**src/rtl/sdm_pkg.sv**
```systemverilog
// Shared types and helpers for the sigma-delta divide modulator.
// Assumes offsets fit in four signed bits (cascade order of at most 3).
package sdm_pkg;

    localparam int OFS_W = 4;

    typedef logic signed [OFS_W-1:0] ofs_t;

    // Feedback tap mask for a maximal-length Fibonacci shift register.
    // Bit i of the mask selects state bit i for the parity feedback.
    function automatic logic [31:0] lfsr_mask(input int width);
        case (width)
            3:       return 32'h0000_0006;
            4:       return 32'h0000_000C;
            5:       return 32'h0000_0014;
            6:       return 32'h0000_0030;
            7:       return 32'h0000_0060;
            8:       return 32'h0000_00B8;
            9:       return 32'h0000_0110;
            10:      return 32'h0000_0240;
            11:      return 32'h0000_0500;
            12:      return 32'h0000_0E08;
            13:      return 32'h0000_1C80;
            14:      return 32'h0000_3802;
            15:      return 32'h0000_6000;
            default: return 32'h0000_D008;
        endcase
    endfunction

endpackage

```
**src/rtl/sdm_lfsr.sv**
```systemverilog
// Maximal-length pseudo-random bit source for input dither.
// Assumes W is between 3 and 16. Advances only when adv is high; seeded to 1 by reset.
module sdm_lfsr #(
    parameter int W = 15
) (
    input  logic clk,
    input  logic rst_n,
    input  logic adv,
    output logic bit_out
);
    import sdm_pkg::*;

    localparam logic [W-1:0] MASK = W'(lfsr_mask(W));

    logic [W-1:0] state_q;
    logic         fb;

    // Parity of the tapped bits forms the next low bit.
    assign fb = ^(state_q & MASK);

    // Shift the register one place per reference tick.
    always_ff @(posedge clk) begin
        if (!rst_n) begin
            state_q <= W'(1);
        end else if (adv) begin
            state_q <= {state_q[W-2:0], fb};
        end
    end

    assign bit_out = state_q[W-1];

endmodule

```
**src/rtl/sdm_addcarry.sv**
```systemverilog
// One accumulator adder of the cascade: residue plus input plus an LSB carry-in.
// Purely combinational; the owning module holds the residue register.
module sdm_addcarry #(
    parameter int W = 16
) (
    input  logic [W-1:0] acc,
    input  logic [W-1:0] addend,
    input  logic         cin,
    output logic [W-1:0] sum,
    output logic         cout
);
    logic [W:0] total;

    // Full-width add; the top bit is the overflow carry.
    always_comb begin
        total = {1'b0, acc} + {1'b0, addend} + (W+1)'(cin);
    end

    assign sum  = total[W-1:0];
    assign cout = total[W];

endmodule

```
**src/rtl/sdm_recomb.sv**
```systemverilog
// Merges stage carries into one signed offset:
//   y = c1 + (1 - z^-1) c2 + (1 - z^-1)^2 c3, keeping only terms up to ORDER.
// Delay registers advance only on a reference tick.
module sdm_recomb #(
    parameter int ORDER = 3
) (
    input  logic              clk,
    input  logic              rst_n,
    input  logic              adv,
    input  logic [2:0]        carry_vec,
    output sdm_pkg::ofs_t     y
);
    import sdm_pkg::*;

    int t2;
    int t3;

    if (ORDER >= 2) begin : g_d2
        logic c2_d;
        // First difference delay for the second stage carry.
        always_ff @(posedge clk) begin
            if (!rst_n)   c2_d <= 1'b0;
            else if (adv) c2_d <= carry_vec[1];
        end
        assign t2 = int'(carry_vec[1]) - int'(c2_d);
    end else begin : g_n2
        assign t2 = 0;
    end

    if (ORDER >= 3) begin : g_d3
        logic c3_d;
        logic c3_dd;
        // Two-deep delay line for the second difference of the third carry.
        always_ff @(posedge clk) begin
            if (!rst_n) begin
                c3_d  <= 1'b0;
                c3_dd <= 1'b0;
            end else if (adv) begin
                c3_d  <= carry_vec[2];
                c3_dd <= c3_d;
            end
        end
        assign t3 = int'(carry_vec[2]) - 2 * int'(c3_d) + int'(c3_dd);
    end else begin : g_n3
        assign t3 = 0;
    end

    // Sum of the differenced carries, narrowed to the offset type.
    always_comb begin
        y = ofs_t'(int'(carry_vec[0]) + t2 + t3);
    end

endmodule

```
**src/rtl/sdm_divctl.sv**
```systemverilog
// Top of the dithered cascade sigma-delta divide-ratio modulator.
// Assumes ORDER in 1..3, NINT_W > 4, and one ref_tick per reference period.
// On each tick, all stages advance and div_offset/div_value take the new ratio.
module sdm_divctl #(
    parameter int FRAC_W = 16,
    parameter int ORDER  = 3,
    parameter int LFSR_W = 15,
    parameter int NINT_W = 8
) (
    input  logic                  clk,
    input  logic                  rst_n,
    input  logic                  ref_tick,
    input  logic                  dither_en,
    input  logic [FRAC_W-1:0]     frac_word,
    input  logic [NINT_W-1:0]     int_n,
    output logic signed [3:0]     div_offset,
    output logic [NINT_W-1:0]     div_value
);
    import sdm_pkg::*;

    localparam int SEXT_W = NINT_W - OFS_W;

    logic              dith_bit;
    logic              dith_add;
    logic [FRAC_W-1:0] acc_q   [ORDER];
    logic [FRAC_W-1:0] sum_nxt [ORDER];
    logic [2:0]        carry_vec;
    ofs_t              y;

    sdm_lfsr #(.W(LFSR_W)) u_lfsr (
        .clk     (clk),
        .rst_n   (rst_n),
        .adv     (ref_tick),
        .bit_out (dith_bit)
    );

    assign dith_add = dither_en & dith_bit;

    for (genvar i = 0; i < 3; i++) begin : g_stage
        if (i < ORDER) begin : g_on
            logic [FRAC_W-1:0] addend;
            logic              cin;
            if (i == 0) begin : g_first
                assign addend = frac_word;
                assign cin    = dith_add;
            end else begin : g_next
                assign addend = sum_nxt[i-1];
                assign cin    = 1'b0;
            end

            sdm_addcarry #(.W(FRAC_W)) u_add (
                .acc    (acc_q[i]),
                .addend (addend),
                .cin    (cin),
                .sum    (sum_nxt[i]),
                .cout   (carry_vec[i])
            );

            // Residue register of this accumulator stage.
            always_ff @(posedge clk) begin
                if (!rst_n)        acc_q[i] <= '0;
                else if (ref_tick) acc_q[i] <= sum_nxt[i];
            end
        end else begin : g_off
            assign carry_vec[i] = 1'b0;
        end
    end

    sdm_recomb #(.ORDER(ORDER)) u_recomb (
        .clk       (clk),
        .rst_n     (rst_n),
        .adv       (ref_tick),
        .carry_vec (carry_vec),
        .y         (y)
    );

    // Register the offset and the combined divide value on each tick.
    always_ff @(posedge clk) begin
        if (!rst_n) begin
            div_offset <= '0;
            div_value  <= '0;
        end else if (ref_tick) begin
            div_offset <= y;
            div_value  <= int_n + {{SEXT_W{y[OFS_W-1]}}, y};
        end
    end

endmodule

```
**config.mk**
```make
export PLATFORM = sky130hd
export DESIGN_NAME = sdm_divctl
export DESIGN_NICKNAME = d
export VERILOG_FILES = /design/src/rtl/sdm_pkg.sv /design/src/rtl/sdm_lfsr.sv /design/src/rtl/sdm_addcarry.sv /design/src/rtl/sdm_recomb.sv /design/src/rtl/sdm_divctl.sv
export SDC_FILE = /design/constraint.sdc
export NUM_CORES = 1
export LEC_CHECK = 0
export ABC_AREA = 1
export BUFFER_PORTS_ARGS = -buffer_cell sky130_fd_sc_hd__clkbuf_2
export CORE_MARGIN = 1.5
export CORE_UTILIZATION = 50
export DETAILED_ROUTE_END_ITERATION = 10
export PLACE_DENSITY_LB_ADDON = 0.12
export REMOVE_ABC_BUFFERS = 1
export SETUP_SLACK_MARGIN = 0.05
export SLEW_MARGIN = 15
export SYNTH_ARGS = -nofsm -noshare
export SYNTH_HDL_FRONTEND = slang
export SYNTH_SLANG_ARGS = --single-unit
export TNS_END_PERCENT = 20
```
**constraint.sdc**
```tcl
create_clock -name clk -period 6.1 [get_ports clk]
set_input_delay 0 -clock clk [delete_from_list [all_inputs] [get_ports clk]]
set_output_delay 0 -clock clk [all_outputs]
set_load 0.05 [all_outputs]
```
==> summary.md <==
| Metric | Value |
|---|---|
| VDD IR max | `0.2409 mV` |
| Final hold viol count | `0` |
| Relative max-transition margin | `38.44%` |
| Synth warn | `0` |
| Post-Syn Area | `0.006142 mm2` |
| FF-to-FF setup slack | `0.30 ns` |
| Top_reg_cell synth | `edfxtp_1` |
| Register area share after synthesis | `33.25%` |
| GR Util met1 | `28.65%` |
| Detailed-route wire length | `13.69 mm` |
| Slew @ Worst Pin | `0.9177 ns` |
| Via density | `4.848` |
| Share of cells above drive strength 1 | `15.57%` |
| FF+latch count, synth | `78` |
| Diode count | `0` |
| Gr usage total | `21.88%` |
| Vias in the first global route | `4,990` |
| Critical Path Source Type | `register` |
| P_leak | `3.795 nW` |
| Post-layout min period | `5.804 ns` |
| Finish-stage setup viols | `0` |
| Post-DRT Antenna Nets | `0` |
| First-pass GRT wire length | `22.23 mm` |
| Async SR Flop Fraction | `0%` |
| Htree depth | `3` |
| HPWL after DPL | `10.01 mm` |
| # placed instances | `1,066` |
| DR vias | `5,260` |
| CP max stage delay | `0.44 ns` |
| Final instance area | `0.007153 mm2` |
| GP Congestion | `0.9067` |
| Post-synth EDFFs | `48` |
| Avg WL per Cell | `12.62 um` |
| Num CTS Buffers | `9` |
| Outcome | `completed` |
| CTS tree | `done` |
| HP Class | `in2reg` |
| Critical path's slowest cell | `fa_1` |
| Most frequent cell after synthesis | `nand2_1` |
| Die Y | `113.8 um` |
| Top cell type's share of synthesized area | `23.47%` |
| Synth area leaders | `edfxtp_1 (23%), nand2_1 (17%), ha_1 (12%)` |
| Pins Over Slew Limit | `0` |
| Final non-filler cell total | `1,085` |
| CTS Sinks | `78` |
| Cells after Synth | `881` |
| Starting Density | `51.14%` |
| Yosys cell types | `35` |
| FMAX | `172.3 MHz` |
| Met2 usage in global routing | `36.02%` |
| Crit path DAT | `6.04 ns` |
| CP Max Fanout | `5` |
| Synthesized area per cell | `6.972 um2` |
| I/O pin total | `40` |
| Clock skew | `0.005752 ns` |
| Port Buffers | `39` |
| Setup TNS | `0 ns` |
| Clk buf depth | `2` |
| Global route hottest layer | `met2` |
| Most used cell, CP | `nand2_1` |
| CTS clk-pin slew, worst paths | `0.06 ns` |
| Core Area | `0.01201 mm2` |
| Required time of the worst setup path | `6.34 ns` |
| Antenna violations before repair | `0` |
| Drt initial violations | `248` |
| Dpl cell area | `0.006541 mm2` |
| Largest net degree at the start of global routing | `63` |
| Final nets | `1,028` |
| Critical path type | `reg2reg` |
| Crit. End Element | `register` |
| Worst-skew pair later-pin latency | `0.35 ns` |
| Power density cells | `506.3 mW/mm2` |
| # rows | `40` |
| GR met3 Demand/Resource | `2.657%` |
| Unrepaired setup endpoints after global routing | `true` |
| DRT Pass-1 Iters | `6` |
| Cell taking the most area after synthesis | `edfxtp_1` |
| Die width | `113.8 um` |
| GRT overflow | `0` |
| CTS root buffer | `clkbuf_16` |
| Residual DRC | `0` |
| Power Total | `3.621 mW` |
| Worst hold slack | `0.07396 ns` |
| Total Die Area | `0.01296 mm2` |
| Layout area overhead | `16.46%` |
| Post-synth top cells | `nand2_1 (280), inv_1 (178), nor2_1 (80)` |
| Period utilisation layout | `95.14%` |
| Max_cap viols | `0` |
-- where the power goes --
part           internal [mW]  switching [mW]
clock network          0.276           0.221
registers              0.698          0.0579
logic                  0.893            1.47
total                   1.87            1.75
-- worst max-delay path: cells and delay by family (launching register included) --
kind,cells,cell delay (ns)
XOR/XNOR,2,0.40
flip-flops,1,0.33
adder cells (fa/ha/maj),8,2.60
AND/OR/NAND/NOR,17,1.43
AO/OA/AOI/OAI,4,0.60
buffers and inverters,4,0.32
-- layer usage --
metal / wire (um) / vias up
met3: 433 / 22
met5: 0 / -
met1: 6657 / 2294
met2: 6287 / 73
li1: - / 2871
met4: 315 / 0
-- through the flow --
stage,utilization (%),setup slack (ns)
3_5_place_dp,54.46,-0.06261
2_1_floorplan,-,0.4169
6_report,59.55,0.2964
4_1_cts,57.21,0.08423
5_1_grt,59.55,0.01002
3_3_place_gp,54.46,0.06979
-- final cells by class --
cell class / instances / area [um2]
repair buffers: 51 / 287.8
inverters: 181 / 679.4
clock buffers: 11 / 232.7
flip-flops and latches: 78 / 2043
well taps: 147 / 183.9
fillers: 1127 / 4858
multi-input cells: 612 / 3694
clock inverters: 5 / 32.53
-- state kept, by name (all words and copies together) (netlist names) --
register and count:
acc_q 48, u_lfsr.state_q 15, div_value 8, div_offset 4
u_recomb.g_d2.c2_d 1, u_recomb.g_d3.c3_d 1, u_recomb.g_d3.c3_dd 1
-- what timing repair did --
item	4_1_cts	5_1_grt
resized for setup	6	55
hold buffers	1	0
setup buffers	0	2
endpoints found under the setup margin	5	7
endpoints found under the hold margin	1	0
cloned	0	0
pin swaps	2	14
-- final timing paths --
kind                       from      endpoint  cells after the start
max          u_lfsr.state_q[14]  div_value[5]                     35
min reg2reg        div_value[5]  div_value[5]                      2
max reg2reg  u_lfsr.state_q[14]  div_value[5]                     35
min                    int_n[7]  div_value[7]                      6
-- cell usage in the layout (no fill, tap or decap), types with 3 or more instances in the layout --
cell | netlist | layout
nand2_1 | 280 | 264
nand3b_1 | 8 | 8
o22ai_1 | 13 | 13
nand2_2 | 8 | 23
nand3_1 | 38 | 36
clkbuf_2 | 1 | 39
a22o_1 | 3 | 3
ha_1 | 60 | 44
nand4_1 | 6 | 6
a21oi_1 | 42 | 36
inv_4 | 0 | 3
xor2_2 | 3 | 7
dfxtp_1 | 30 | 29
nor3_2 | 2 | 4
inv_2 | 2 | 9
xor2_1 | 10 | 6
nor3_1 | 9 | 7
fa_1 | 7 | 4
nor2_1 | 80 | 80
fa_2 | 0 | 3
inv_1 | 178 | 171
o21bai_1 | 3 | 3
o21ai_0 | 19 | 19
ha_2 | 0 | 4
buf_4 | 0 | 11
and2_1 | 6 | 6
nor2_2 | 3 | 3
ha_4 | 0 | 12
a21oi_2 | 3 | 9
clkbuf_16 | 0 | 9
edfxtp_1 | 48 | 48
-- kinds of logic after synthesis --
logic type      after synthesis  synth area share, %
buf+inv                     191                11.88
xor+xnor                     15                2.506
simple gates                444                30.01
compound gates               86                7.863
flops                        78                33.25
fa+ha+maj                    67                14.50
Note: power is estimated with default switching activity, not from simulation.
